<file path="config.mk">
export PLATFORM = sky130hd
export DESIGN_NAME = tag_ovr_unit
export DESIGN_NICKNAME = d
export VERILOG_FILES = /design/src/rtl/tag_ovr_pkg.sv /design/src/rtl/tag_byte_sel.sv /design/src/rtl/tag_ovr_unit.sv
export SDC_FILE = /design/constraint.sdc
export NUM_CORES = 1
export LEC_CHECK = 0
export ABC_CLOCK_PERIOD_IN_PS = 2300
export BUFFER_PORTS_ARGS = -buffer_cell sky130_fd_sc_hd__buf_2
export CORE_UTILIZATION = 50
export CTS_BUF_LIST = sky130_fd_sc_hd__clkbuf_4 sky130_fd_sc_hd__clkbuf_8
export CTS_CLUSTER_DIAMETER = 60
export DETAILED_ROUTE_END_ITERATION = 12
export PLACE_DENSITY = 0.88
export SYNTH_ARGS = -nofsm -noshare
export SYNTH_HDL_FRONTEND = slang
export SYNTH_SLANG_ARGS = --single-unit
export TNS_END_PERCENT = 30
</file>
<file path="constraint.sdc">
create_clock -name clk -period 2.3 [get_ports clk]
set_input_delay 0.115 -clock clk [delete_from_list [all_inputs] [get_ports clk]]
set_output_delay 0.115 -clock clk [all_outputs]
set_load 0.005 [all_outputs]
</file>
<file path="src/rtl/tag_ovr_pkg.sv">
package tag_ovr_pkg;

    localparam int SEL_W = 3;

    // Selector encodings shared by all four tag bytes
    typedef enum logic [SEL_W-1:0] {
        SEL_KEEP   = 3'd0,
        SEL_CONST  = 3'd1,
        SEL_FLOW   = 3'd2,
        SEL_RSV3   = 3'd3,
        SEL_TAG_LO = 3'd4,
        SEL_TAG_HI = 3'd5,
        SEL_RSV6   = 3'd6,
        SEL_RSV7   = 3'd7
    } tag_sel_e;

    // Code 5 is only meaningful on destination bytes
    function automatic logic sel_is_reserved(input logic [SEL_W-1:0] sel, input logic is_dst);
        logic rsv;
        case (sel)
            SEL_KEEP, SEL_CONST, SEL_FLOW, SEL_TAG_LO: rsv = 1'b0;
            SEL_TAG_HI:                                rsv = !is_dst;
            default:                                   rsv = 1'b1;
        endcase
        return rsv;
    endfunction

endpackage

</file>
<file path="src/rtl/tag_byte_sel.sv">
module tag_byte_sel
    import tag_ovr_pkg::*;
#(
    parameter int BYTE_W = 8,
    parameter int TAG_W  = 16,
    parameter bit IS_DST = 1'b0,
    parameter bit HI     = 1'b0
) (
    input  logic [SEL_W-1:0]  sel,
    input  logic [BYTE_W-1:0] cnst,
    input  logic [BYTE_W-1:0] flow,
    input  logic [TAG_W-1:0]  tag,
    output logic [BYTE_W-1:0] byte_o,
    output logic              rsv_o
);

    localparam int KEEP_LSB = HI ? BYTE_W : 0;

    logic [BYTE_W-1:0] keep_b;
    logic [BYTE_W-1:0] tag_lo_b;
    logic [BYTE_W-1:0] tag_hi_b;

    assign keep_b   = tag[KEEP_LSB +: BYTE_W];
    assign tag_lo_b = tag[0 +: BYTE_W];
    assign tag_hi_b = tag[BYTE_W +: BYTE_W];

    always_comb begin
        rsv_o  = sel_is_reserved(sel, IS_DST);
        byte_o = keep_b;
        if (!rsv_o) begin
            case (sel)
                SEL_CONST:  byte_o = cnst;
                SEL_FLOW:   byte_o = flow;
                SEL_TAG_LO: byte_o = tag_lo_b;
                SEL_TAG_HI: byte_o = tag_hi_b;
                default:    byte_o = keep_b;
            endcase
        end
    end

endmodule

</file>
<file path="src/rtl/tag_ovr_unit.sv">
module tag_ovr_unit
    import tag_ovr_pkg::*;
#(
    parameter int BYTE_W = 8,
    parameter int TAG_W  = 16
) (
    input  logic              clk,
    input  logic              rst_n,
    input  logic              in_valid,
    input  logic [TAG_W-1:0]  in_src_tag,
    input  logic [TAG_W-1:0]  in_dst_tag,
    input  logic [BYTE_W-1:0] in_flow_lo,
    input  logic [SEL_W-1:0]  sel_src_hi,
    input  logic [SEL_W-1:0]  sel_src_lo,
    input  logic [SEL_W-1:0]  sel_dst_hi,
    input  logic [SEL_W-1:0]  sel_dst_lo,
    input  logic [BYTE_W-1:0] cst_src_hi,
    input  logic [BYTE_W-1:0] cst_src_lo,
    input  logic [BYTE_W-1:0] cst_dst_hi,
    input  logic [BYTE_W-1:0] cst_dst_lo,
    output logic              out_valid,
    output logic [TAG_W-1:0]  out_src_tag,
    output logic [TAG_W-1:0]  out_dst_tag,
    output logic              cfg_err
);

    localparam int BYTES_PER_TAG = TAG_W / BYTE_W;
    localparam int NBYTES        = 2 * BYTES_PER_TAG;

    typedef struct packed {
        logic             vld;
        logic [TAG_W-1:0] src;
        logic [TAG_W-1:0] dst;
        logic             err;
    } state_t;

    // Byte slots: 0 src lo, 1 src hi, 2 dst lo, 3 dst hi
    logic [NBYTES-1:0][SEL_W-1:0]  sel_v;
    logic [NBYTES-1:0][BYTE_W-1:0] cst_v;
    logic [NBYTES-1:0][BYTE_W-1:0] byte_w;
    logic [NBYTES-1:0]             rsv_w;

    assign sel_v = {sel_dst_hi, sel_dst_lo, sel_src_hi, sel_src_lo};
    assign cst_v = {cst_dst_hi, cst_dst_lo, cst_src_hi, cst_src_lo};

    generate
        for (genvar g = 0; g < NBYTES; g++) begin : g_byte
            localparam bit G_DST = (g >= BYTES_PER_TAG);
            localparam bit G_HI  = ((g % BYTES_PER_TAG) == 1);
            logic [TAG_W-1:0] tag_in;
            assign tag_in = G_DST ? in_dst_tag : in_src_tag;
            tag_byte_sel #(
                .BYTE_W (BYTE_W),
                .TAG_W  (TAG_W),
                .IS_DST (G_DST),
                .HI     (G_HI)
            ) u_sel (
                .sel    (sel_v[g]),
                .cnst   (cst_v[g]),
                .flow   (in_flow_lo),
                .tag    (tag_in),
                .byte_o (byte_w[g]),
                .rsv_o  (rsv_w[g])
            );
        end
    endgenerate

    state_t st_d;
    state_t st_q;

    always_comb begin
        st_d     = st_q;
        st_d.vld = in_valid;
        if (in_valid) begin
            st_d.src = byte_w[BYTES_PER_TAG-1:0];
            st_d.dst = byte_w[NBYTES-1:BYTES_PER_TAG];
            st_d.err = st_q.err | (|rsv_w);
        end
    end

    always_ff @(posedge clk or negedge rst_n) begin
        if (!rst_n) begin
            st_q <= '0;
        end else begin
            st_q <= st_d;
        end
    end

    assign out_valid   = st_q.vld;
    assign out_src_tag = st_q.src;
    assign out_dst_tag = st_q.dst;
    assign cfg_err     = st_q.err;

endmodule

</file>
After elaboration in Yosys (flattened, before gate mapping)
Cells that the tools add are included.
Word-level totals
  flip-flop bits (word level): 34
  input bits: 87
  output and inout bits: 34
  word-level logic and storage cells: 41
Operators by class
  equal/unequal tests: 15
  muxes and demuxes: 12
  bitwise logic cells: 1
  reductions and logical operators: 9
Operator list (count)
  one-hot mux 8 bit (3 select lines): 4
  2-to-1 mux 8 bit: 4
  == test 3 bit (second input constant): 7
  == test 3 x 1 -> 1 bit (second input constant): 4
  == test 3 x 2 -> 1 bit (second input constant): 4
  zero test 3 bit: 4
  OR reduction 4 bit: 3
  OR reduction 5 bit: 2
  2-to-1 mux 1 bit: 4
  OR 1 bit: 1

Depth between registers and ports, before layout
  depth after elaboration: 5
  gate-level depth with buffers: 5
  depth with buffers taken out: 3

Cells and area by module
Synthesis repeated with hierarchy kept, for this count alone.
Unflattened totals
  cells, all modules: 247
  area total of the unflattened synthesis: 2692.6 um2
By module, submodules not included
  tag_ovr_unit: instances 1, cells each 72, area each 1410.1 um2, sequential area each 850.8 um2
  tag_byte_sel (g_byte[0].u_sel): instances 1, cells each 58, area each 390.4 um2, sequential area each 0.0 um2
  tag_byte_sel (g_byte[2].u_sel): instances 1, cells each 48, area each 332.8 um2, sequential area each 0.0 um2
  tag_byte_sel (g_byte[3].u_sel): instances 1, cells each 43, area each 294.0 um2, sequential area each 0.0 um2
  tag_byte_sel (g_byte[1].u_sel): instances 1, cells each 26, area each 265.3 um2, sequential area each 0.0 um2

Least setup slack after synthesis
No wires, ideal clock.
  path kind: input to register
  start point: in sel_dst_hi[2]
  end point: reg st_q (netlist bit out_dst_tag[11])
  setup time: 104 ps
  data arrival time: 1005 ps
  required time: 2196 ps
  path slack: 1192 ps
  cell stages on the path: 4
  path buffers: 1
  cell sequence: nand2b_1 > clkbuf_1 > a32o_1 > a221oi_1
Between the ends
  cells in the longest elaborated chain, start to end: 3
  elaborated cells between the ends (all ways): 8
  classes of those cells: 4 x eq/ne; 2 x mux; 2 x reduce/logical
Ends and longest elaborated chain
  start, declared: line tag_ovr_unit.sv:15  | input logic [SEL_W-1:0] sel_dst_hi,
  == test 3 bit (tied with other cells): line tag_ovr_pkg.sv:20, tag_byte_sel.sv:31
  one-hot mux 8 bit (3 select lines) or OR reduction 5 bit (tied branches)
  2-to-1 mux 8 bit *: line tag_byte_sel.sv:30  | if (!rsv_o) begin
  end signal, assigned: line tag_ovr_unit.sv:85  | st_q <= st_d;
  end, declared: line tag_ovr_unit.sv:69  | state_t st_q;
Every way passes the cells marked *; elsewhere a longest branch is shown, timed or not.
A chain may end at the register's enable or synchronous reset.

==> flow_summary.yaml <==
cells_and_area:
  fin_nets: 427
  drive_gt1_share_pct: 41.1
  syn2layout_area_growth_pct: 32.6
  num-fill-cells: 327
  multiInputGateArea_sq_um: 1200
  seqCellArea_sq_um: 851
  insertedDiodeCount: 0
synth:
  synth.area.top_cells: "dfrtp_1 39%, o32ai_1 6.0%, o221ai_1 5.6%"
  synthCells: 230
  syn_avg_cell_area_sq_um: 9.52
  synth_common_cells: "34 x dfrtp_1, 17 x o22ai_1, 16 x inv_1, 15 x nor2b_1, 15 x o32ai_1"
  synth_flop_cell: "dfrtp_1"
  synth_most_common_cell: "dfrtp_1"
  syn_area_sq_um: 2190
  synth_seq_area_share_pct: 38.9
  yosysWarnings: 0
  syn_nets: 317
  ys_ff_latch: 34
  async_flop_share_pct: 100
  synth_edf_count: 0
  yosysUniqueCellTypes: 38
  yosysTopAreaCellShare_pct: 38.9
  yosys.area.top_type: "dfrtp_1"
cts:
  cts_buffer_depth: 2
  cts_resized: 0
  htreeDepth: 2
  clock_sinks: 34
  cts_hold_buf: 1
  clk_pin_slew_worst_paths_ps: 80
  postCtsSetupRepairBufs: 0
  cts_inserted_buffers: 5
  clock_latency_ps: 290
  cts-root-buf: "clkbuf_8"
  cts_tree: "yes"
critical_path:
  critPathMaxFanout: 9
  critPathSlowestCell: "nor2b_1"
  endpoint_kind: "flop"
  required_ps: 2440
  crit_arrival_ps: 1370
  cp_cell_sequence: "buf_2, nor2b_1, a32o_1, a221oi_1"
  start_kind: "input pin"
  slowest_delay_ps: 540
  crit_type: "in2reg"
sta:
  fin_tns_setup_ps: 0
  fin_crit_sh_pct: 53.5
  timing_max_transition_violations_final: 0
  slew_headroom_pct: 46.2
  max_slew.worst_pin.slew_ps: 807
  setup_viol: 0
  rsz0062_at_grt: "false"
  max_freq_mhz: 812
  skew_ps: 0
  min_period_ps: 1230
  hold_viol_final: 0
pwr:
  powerDensity_nw_per_um2: 593
  totalPowerFinal_mw: 1.72
  total_leakage_power_nw: 1.35
  irDropWorstVdd_v: 0.000394
floorplanning:
  dieWidth_um: 68.2
  die-area_sq_um: 4650
  core-area_sq_um: 4120
  rows: 23
  die_h_um: 68.2
  num_io_pins: 121
  initial_utilization_pct: 53.2
placed_design:
  post-dp-hpwl_mm: 5.48
  place_congestion: 0.874
  io_buffer_count: 120
routing:
  drtIter0Drc: 306
  vias_per_cell: 6.36
  drc: 0
  firstDrtPassIters: 5
  avgRoutedWirePerCell_um: 19.3
  routed_wl_mm: 7.53
  vias: 2485
  route.antenna.remaining_nets: 0
status:
  status: "finished clean"
global_route:
  antenna_found_initial: 0
  grt_pass1_wl_mm: 11.3
  grt_max_degree: 35
  grt_pass1_vias: 2356
  grt_use_total_pct: 34.3
  grt-ovfl-total: 0
job:
  maxCapViolations: 0
worst_hold_path:
  hold_path_class: "in2reg"
==> worst paths after layout <==
kind / start / endpoint / slack, ps / cells after the start
hold / removal: in_dst_tag[11] / out_dst_tag[11] / 80 / 3
hold reg to reg: out_src_tag[14] / out_src_tag[14] / 500 / 2
max in group asynchronous: rst_n / out_src_tag[7] / 1340 / 2
setup / recovery: in_valid / out_dst_tag[8] / 1070 / 4
setup reg to reg: out_src_tag[7] / out_src_tag[7] / 1390 / 2
min in group asynchronous: rst_n / out_src_tag[15] / 440 / 2
==> cells in the final DEF (no fill, tap or decap), drive strengths merged, types with 2 or more instances in the layout <==
master / count
or3b: 2
o221ai: 14
nor2: 8
o21a: 2
buf: 122
nand3b: 2
dfrtp: 34
nand2b: 13
clkinv: 2
nor3: 7
or2: 9
mux2i: 7
o22ai: 17
nor2b: 15
o32ai: 15
clkbuf: 5
a221oi: 8
or2b: 2
inv: 16
o21ai: 9
a22o: 8
a221o: 8
a21oi: 2
==> power breakdown <==
part           internal (mW)  switching, mW
clock network          0.319          0.232
logic                  0.223          0.234
registers              0.672         0.0426
total                   1.21          0.508
==> final cells by class <==
| class | count | area share (%) |
|---|---|---|
| Multi-Input combinational cell | 160 | 41.2 |
| Sequential cell | 34 | 29.3 |
| Timing Repair Buffer | 123 | 21.5 |
| Clock buffer | 5 | 2.37 |
| Tap cell | 50 | 2.15 |
| Inverter | 16 | 2.07 |
| Clock inverter | 3 | 1.38 |
==> layer usage <==
metal  wire [um]  GRT usage [%]
met2        3460           52.8
met1        2910           41.4
met3         848           9.67
met5           0              0
met4         308           22.7
==> flip-flops by register name (all words and copies together), names as in the netlist <==
name	flops
cfg_err	1
out_dst_tag	16
out_src_tag	16
out_valid	1
==> worst max-delay path: cells and delay by family <==
family                 cells  cell delay [ps]
AOI/OAI and AO/OA          2              610
and+or+nand+nor            1              540
buffers and inverters      1               90
==> kinds of logic (layout without fill, tap and decap cells) <==
logic type                 Yosys count  after routing  share of synthesized area, %
AOI/OAI and AO/OA                   87             87                          31.3
and+or+nand+nor                     62             62                          17.5
buffers and inverters               36            147                          6.51
DFF                                 34             34                          38.9
muxes                                8              8                          4.23
xor gates and xnor gates             2              2                          1.14
adders and majority gates            1              1                         0.457
==> per-stage QoR <==
stage	setup slack [ps]	hold slack (ps)	utilization, %	cell area, sq um	instances
after global placement	854	236	67.7	2790	382
after global routing	983	80.6	70.6	2900	391
after CTS	1120	73.5	70.6	2900	391
after floorplan	1190	-181	-	2190	230
final	1070	77.2	70.6	2900	391
after detailed placement	816	246	67.7	2790	382
Power figures use the tool's default switching activity.
